`config.mk`:
```
export PLATFORM = sky130hd
export DESIGN_NAME = mbox_irq_ctrl
export DESIGN_NICKNAME = d
export VERILOG_FILES = /design/src/rtl/mbox_irq_pkg.sv /design/src/rtl/mbox_port_decode.sv /design/src/rtl/mbox_irq_flag.sv /design/src/rtl/mbox_irq_ctrl.sv
export SDC_FILE = /design/constraint.sdc
export NUM_CORES = 1
export LEC_CHECK = 0
export BUFFER_PORTS_ARGS = -buffer_cell sky130_fd_sc_hd__buf_2
export CORE_AREA = 2 2 39 41
export DETAILED_ROUTE_END_ITERATION = 12
export DIE_AREA = 0 0 41 43
export GPL_TIMING_DRIVEN = 0
export SLEW_MARGIN = 0
export SYNTH_ARGS = -nofsm -noshare
export SYNTH_HDL_FRONTEND = slang
export SYNTH_SLANG_ARGS = --single-unit
```
`constraint.sdc`:
```
create_clock -name clk -period 0.8 [get_ports clk]
set_input_delay 0.04 -clock clk [delete_from_list [all_inputs] [get_ports clk]]
set_output_delay 0.04 -clock clk [all_outputs]
set_load 0.03 [all_outputs]
```
`src/rtl/mbox_irq_pkg.sv`:
```
package mbox_irq_pkg;
  typedef enum logic {SIDE_L = 1'b0, SIDE_R = 1'b1} side_e;

  // Mailbox word owned by a side: all-ones for right, all-ones minus one for left.
  function automatic logic [31:0] mbox_word(input int aw, input side_e s);
    logic [31:0] top;
    top = (32'd1 << aw) - 32'd1;
    return (s == SIDE_R) ? top : top - 32'd1;
  endfunction

  function automatic side_e peer_of(input side_e s);
    return (s == SIDE_L) ? SIDE_R : SIDE_L;
  endfunction
endpackage

```
`src/rtl/mbox_port_decode.sv`:
```
module mbox_port_decode
  import mbox_irq_pkg::*;
#(
  parameter int    AW   = 14,
  parameter side_e SIDE = SIDE_L
) (
  input  logic          en_n,
  input  logic          rd,
  input  logic          oe_n,
  input  logic [AW-1:0] addr,
  input  logic          busy_n,
  output logic          set_peer,
  output logic          clr_own
);
  localparam logic [31:0]   OWN_W  = mbox_word(AW, SIDE);
  localparam logic [31:0]   PEER_W = mbox_word(AW, peer_of(SIDE));
  localparam logic [AW-1:0] OWN_A  = OWN_W[AW-1:0];
  localparam logic [AW-1:0] PEER_A = PEER_W[AW-1:0];

  logic wr_cyc, rd_cyc;
  assign wr_cyc = !en_n && !rd;
  assign rd_cyc = !en_n && rd && !oe_n;

  assign set_peer = wr_cyc && (addr == PEER_A) && busy_n;
  assign clr_own  = rd_cyc && (addr == OWN_A)  && busy_n;
endmodule

```
`src/rtl/mbox_irq_flag.sv`:
```
module mbox_irq_flag (
  input  logic clk,
  input  logic rst_n,
  input  logic set,
  input  logic clr,
  output logic irq_n
);
  logic pend;

  always_ff @(posedge clk or negedge rst_n) begin
    if (!rst_n)   pend <= 1'b0;
    else if (set) pend <= 1'b1;
    else if (clr) pend <= 1'b0;
  end

  assign irq_n = !pend;

  a_r9_set_wins: assert property (@(posedge clk) disable iff (!rst_n)
    set |=> !irq_n);
  a_r4_clear_drops: assert property (@(posedge clk) disable iff (!rst_n)
    (clr && !set) |=> irq_n);
  a_r10_hold: assert property (@(posedge clk) disable iff (!rst_n)
    (!set && !clr) |=> $stable(irq_n));
endmodule

```
`src/rtl/mbox_irq_ctrl.sv`:
```
module mbox_irq_ctrl
  import mbox_irq_pkg::*;
#(
  parameter int AW = 14
) (
  input  logic          clk,
  input  logic          rst_n,
  input  logic          l_en_n,
  input  logic          l_rd,
  input  logic          l_oe_n,
  input  logic [AW-1:0] l_addr,
  input  logic          l_busy_n,
  input  logic          r_en_n,
  input  logic          r_rd,
  input  logic          r_oe_n,
  input  logic [AW-1:0] r_addr,
  input  logic          r_busy_n,
  output logic          l_irq_n,
  output logic          r_irq_n
);
  localparam int NP = 2;

  logic [NP-1:0]         p_en_n, p_rd, p_oe_n, p_busy_n;
  logic [NP-1:0][AW-1:0] p_addr;
  logic [NP-1:0]         set_peer, clr_own, irq_n;

  assign p_en_n   = {r_en_n, l_en_n};
  assign p_rd     = {r_rd, l_rd};
  assign p_oe_n   = {r_oe_n, l_oe_n};
  assign p_busy_n = {r_busy_n, l_busy_n};
  assign p_addr   = {r_addr, l_addr};

  // Named events for the checks below.
  logic left_raises_right, right_raises_left, left_clears_own, right_clears_own;
  assign left_raises_right = set_peer[0];
  assign right_raises_left = set_peer[1];
  assign left_clears_own   = clr_own[0];
  assign right_clears_own  = clr_own[1];

  for (genvar g = 0; g < NP; g++) begin : g_side
    mbox_port_decode #(.AW(AW), .SIDE(side_e'(g))) u_dec (
      .en_n(p_en_n[g]), .rd(p_rd[g]), .oe_n(p_oe_n[g]),
      .addr(p_addr[g]), .busy_n(p_busy_n[g]),
      .set_peer(set_peer[g]), .clr_own(clr_own[g])
    );
    mbox_irq_flag u_flag (
      .clk(clk), .rst_n(rst_n),
      .set(set_peer[NP-1-g]), .clr(clr_own[g]),
      .irq_n(irq_n[g])
    );
  end

  assign l_irq_n = irq_n[0];
  assign r_irq_n = irq_n[1];

  localparam logic [AW-1:0] TOP_A = {AW{1'b1}};
  localparam logic [AW-1:0] LMB_A = TOP_A - 1'b1;

  a_r2_left_post: assert property (@(posedge clk) disable iff (!rst_n)
    (!l_en_n && !l_rd && l_addr == TOP_A && l_busy_n) |=> !r_irq_n);
  a_r3_right_post: assert property (@(posedge clk) disable iff (!rst_n)
    (!r_en_n && !r_rd && r_addr == LMB_A && r_busy_n) |=> !l_irq_n);
  a_r6_busy_blocks_set: assert property (@(posedge clk) disable iff (!rst_n)
    (!l_busy_n && r_irq_n) |=> r_irq_n);
  a_r7_busy_blocks_clear: assert property (@(posedge clk) disable iff (!rst_n)
    (!l_busy_n && !l_irq_n) |=> !l_irq_n);
  a_r5_only_owner_clears: assert property (@(posedge clk) disable iff (!rst_n)
    (!r_irq_n && !right_clears_own) |=> !r_irq_n);
  a_r1_no_spurious: assert property (@(posedge clk) disable iff (!rst_n)
    (l_irq_n && !right_raises_left) |=> l_irq_n);
  a_r9_events_exclusive_left: assert property (@(posedge clk) disable iff (!rst_n)
    (left_raises_right && right_clears_own) |=> !r_irq_n);
  a_r4_left_clear_seen: assert property (@(posedge clk) disable iff (!rst_n)
    (left_clears_own && !right_raises_left) |=> l_irq_n);
endmodule

```
* Word level (Yosys, flattened, before mapping)
Cells that the tools add are included.
** Operators by class
- Reductions and logical operators :: 24
- Equality and inequality tests :: 4
- Muxes and demuxes :: 4
** Operators with widths (number)
- $eq A14 B14 Y1 const B :: 4
- $logic_and A1 B1 Y1 :: 14
- $logic_not A1 Y1 :: 8
- $mux W1 :: 4
- $reduce_bool A2 Y1 :: 2
** Storage, ports and cells
- Output and inout bits :: 2
- Register bits :: 2
- Bits of input ports :: 38

* Logic depth before layout (Yosys ltp)
- Depth after elaboration :: 7
- Depth in mapped cells :: 4
- Depth with buffers taken out :: 4

* Hierarchy
Synthesis repeated with hierarchy kept, for this count alone.
** Second synthesis, totals
- Cell total of the unflattened synthesis :: 21
- Area total of the unflattened synthesis :: 186.4 µm²
** By module, submodules not included
- mbox_irq_flag :: cells each 3, area an instance 40.0 µm², times used 2, seq. area each 25.0 µm²
- mbox_port_decode (g_side[1].u_dec) :: cells each 7, area an instance 55.1 µm², times used 1, seq. area each 0.0 µm²
- mbox_port_decode (g_side[0].u_dec) :: cells each 8, area an instance 51.3 µm², times used 1, seq. area each 0.0 µm²

* Worst setup path before layout
OpenSTA, ideal clock, no wires.
- Kind :: input port to flip-flop
- Start :: input port l_en_n
- End :: register g_side[0].u_flag.pend
- Required time :: 0.679 ns
- Cell stages on the path :: 4
- Library setup time :: 0.121 ns
- Setup slack :: -0.085 ns
- Path buffers :: 0
- Data arrival time :: 0.764 ns
- Path through :: nand4b_1 -> nor4_2 -> nand3_1 -> a22o_1
** Between the ends
- Longest elaborated chain between the ends :: 6
** Ends and longest elaborated chain
- start, declared :: line mbox_irq_ctrl.sv:8 : input logic l_en_n,
- $logic_not A1 Y1 :: line mbox_port_decode.sv:22 : assign rd_cyc = !en_n && rd && !oe_n;
- $logic_and A1 B1 Y1 (2 in series) :: line mbox_port_decode.sv:22
- $logic_and A1 B1 Y1 (2 in series) :: line mbox_port_decode.sv:25 : assign clr_own = rd_cyc && (addr == OWN_A) && busy_n;
- $reduce_bool A2 Y1 (no source line)
- end signal, assigned :: line mbox_irq_flag.sv:11 : if (!rst_n) pend <= 1'b0;
- end signal, assigned :: line mbox_irq_flag.sv:12 : else if (set) pend <= 1'b1;
- end signal, assigned :: line mbox_irq_flag.sv:13 : else if (clr) pend <= 1'b0;
- end, declared :: line mbox_irq_flag.sv:8 : logic pend;
No other way between the ends.
A chain may end at the register's enable or synchronous reset.

* Worst setup path in the final report
- Start :: register g_side[0].u_flag.pend
- End :: output port l_irq_n
** Between the ends
- Longest elaborated chain between the ends :: 1
** Ends and longest elaborated chain
- $logic_not A1 Y1 :: line mbox_irq_flag.sv:16 : assign irq_n = !pend;
- end, declared :: line mbox_irq_ctrl.sv:18 : output logic l_irq_n,
No other way between the ends.

==> metrics.txt <==
leakage power figure=0.240 nW; synthesized-area fraction occupied by xor and xnor cells=0%; layout cell share with drive strength beyond 1=70.8%; sequential share of the synthesized area=28.0%; DRT antenna net count=0; average cell area after synthesis=8.52 um2; mux share of post-synthesis cell area=0%; buffer levels on the longest clock path=2; Std-Cell Core Area=0.00138 mm2; crit-path max cell delay=0.38 ns; busiest grt layer=met2; Worst slew margin=81.9%; setup repair after global routing missed its margin=yes; Die X=41 um; effective utilization at floorplan=12.9%; # nets final=105; main combinational cell family by area after synthesis=simple AND/OR/NAND/NOR gates; number of DRC violations after detailed routing=0; area delta synth->final=160%; area taken by flip-flops and latches=50.0 um2; setup clock skew after layout=0 ns; TritonCTS Buffers=3; Congestion Overflow GR=0; mapped cell area=179 um2; H-tree levels=1; footprint of the multi-input gates=121 um2; adder-cell share of the synthesized area=0%; crit path launch type=register; most frequent standard cell in the layout excluding fill and tap cells=sky130_fd_sc_hd__buf_2; hpwl dp=602 um; number of vias per cell after detailed routing=4.33; number of rows created at floorplan=14; worst-margin pin slew=0.269 ns; synthesized-area fraction occupied by ao, oa, aoi and oai cells=7.69%; total power per unit cell area=924 mW/mm2; critical path cell sequence=inv_1 > buf_6; GR Layer Usage met2=18.4%; later-pin clock latency in the skew report=0.21 ns; master of the slowest instance on the critical path=sky130_fd_sc_hd__dfrtp_1; CP top delay family=flip-flops; total chip power=0.430 mW; post-route worst setup slack=-0.0366 ns; commonest cells after routing, fill and taps aside=sky130_fd_sc_hd__buf_2, sky130_fd_sc_hd__buf_6, sky130_fd_sc_hd__nand4_1; antenna fix cells=0; start-to-end type of the worst setup path=reg2out; average wire length per cell after detail routing=8.65 um; share of the clock period used by the worst path after layout=105%; number of pins exceeding their max-slew limit in the final report=0; violated checks=negative setup slack; port bufs=39; arrival time of the worst setup path=0.80 ns; number of global-route vias before repair=346; Unique masters post-synth=11; met3 Use GR=2.09%; Setup-failing EPs final=2; final wirelength=701 um; worst min-delay path category=in2reg; status=finished with violations; Die ar.=0.00176 mm2; IO Pins=40; first-pass GRT wire length=1160 um; Yosys Warn Count=0; max-cap violation count=0; GRT Util Overall=9.51%; basic-gate share of the synthesized area counting and, or, nand and nor cells=60.1%; maximum ir drop on the vdd rail=0.000232 V; initial antenna violation count=0; first-iteration detailed-routing DRC count=1; largest registers=g_side.u_flag.pend (2); die boundary height=43 um; Worst Setup Slack post-DPL=-0.237 ns; achievable frequency=1200 MHz; total of fill cells in the finished design=152; largest fanout on the critical path=2; clk slew on worst S/H paths=0.03 ns; flip-flop count of the largest register, all copies and words added=2; buffers plus inverters on the worst setup path=2; top register by number of flip-flops=g_side.u_flag.pend; clock root buffer=sky130_fd_sc_hd__clkbuf_4; critical path capture point type=output port; number of instances in the synthesized netlist=21; met1 GRT Util=7.32%; minimum clock period=0.837 ns; number of nets produced by synthesis=59; Num Clock Sinks=2; TritonCTS clock tree=yes; endpoint required time on the critical path=0.76 ns; setup_tns=-0.0400 ns; pin count of the biggest net entering global routing=3; total via count after detailed routing=351; register bit total from synthesis=2; routability cong.=0.677; first drt pass iteration count=2; Final Hold Vio Count=0
layer usage:
layer  up-vias  routed length (um)
li1        174                   -
met1       153                 213
met2        24                 396
met3         0                  91
met4         0                   0
met5         -                   0
where the power goes:
group	switching (mW)	internal, mW	total, mW
clock network	0.0476	0.165	0.212
registers	0.0000302	0.102	0.102
logic	0.0331	0.0828	0.116
total	0.0807	0.349	0.430
worst paths after layout:
kind                                        from                     to  slack [ns]  cells after the start
setup reg to reg           g_side[0].u_flag.pend  g_side[0].u_flag.pend        0.07                      1
min in group asynchronous                  rst_n  g_side[1].u_flag.pend        0.15                      2
hold reg to reg            g_side[0].u_flag.pend  g_side[0].u_flag.pend        0.53                      1
max in group asynchronous                  rst_n  g_side[0].u_flag.pend        0.56                      2
hold / removal                         l_addr[0]  g_side[1].u_flag.pend        0.08                      3
setup / recovery           g_side[0].u_flag.pend                l_irq_n       -0.04                      2
worst min-delay path: stages:
cell and delay (ns):
sky130_fd_sc_hd__buf_2 0.09, sky130_fd_sc_hd__nand3b_1 0.07, sky130_fd_sc_hd__o21ai_0 0.07
area by class of cell:
cell class                      count  share of cell area [%]
Tap cell                           16                    4.30
Inverter                            2                    1.61
Timing Repair Buffer               41                    52.4
Clock buffer                        3                    4.84
Sequential cell                     2                    10.8
Multi-Input combinational cell     17                    26.1
stage by stage:
stage | util, % | area, um2 | std cells | hold slack [ns]
floorplan | - | 179 | 21 | -0.256
global placement | 28.5 | 394 | 76 | -0.174
detailed placement | 28.5 | 394 | 76 | -0.172
CTS | 33.6 | 465 | 81 | 0.0817
global route | 33.6 | 465 | 81 | 0.110
finish | 33.6 | 465 | 81 | 0.0847
what timing repair did:
action | in CTS | in global routing
hold buffers | 1 | 0
endpoints found under the setup margin | 3 | 3
resized for setup | 7 | 0
pin swaps | 1 | 0
cloned | 0 | 0
hold endpoints to repair | 2 | 0
buffers inserted | 1 | 0
logic make-up (layout without fill, tap and decap cells):
family	count (synthesis)	count (layout)
buf+inv	2	46
flops	2	2
simple gates	15	15
compound gates	2	2
cells in the mapped netlist:
cell type	n	share of area, %
sky130_fd_sc_hd__a22o_1	1	4.9
sky130_fd_sc_hd__and4b_1	1	5.6
sky130_fd_sc_hd__dfrtp_1	2	28
sky130_fd_sc_hd__inv_1	2	4.2
sky130_fd_sc_hd__nand3_1	3	8.4
sky130_fd_sc_hd__nand3b_1	1	4.2
sky130_fd_sc_hd__nand4_1	4	14
sky130_fd_sc_hd__nand4b_1	2	9.8
sky130_fd_sc_hd__nor2_1	2	4.2
sky130_fd_sc_hd__nor4_2	2	14
sky130_fd_sc_hd__o21ai_0	1	2.8
Power figures use the tool's default switching activity.
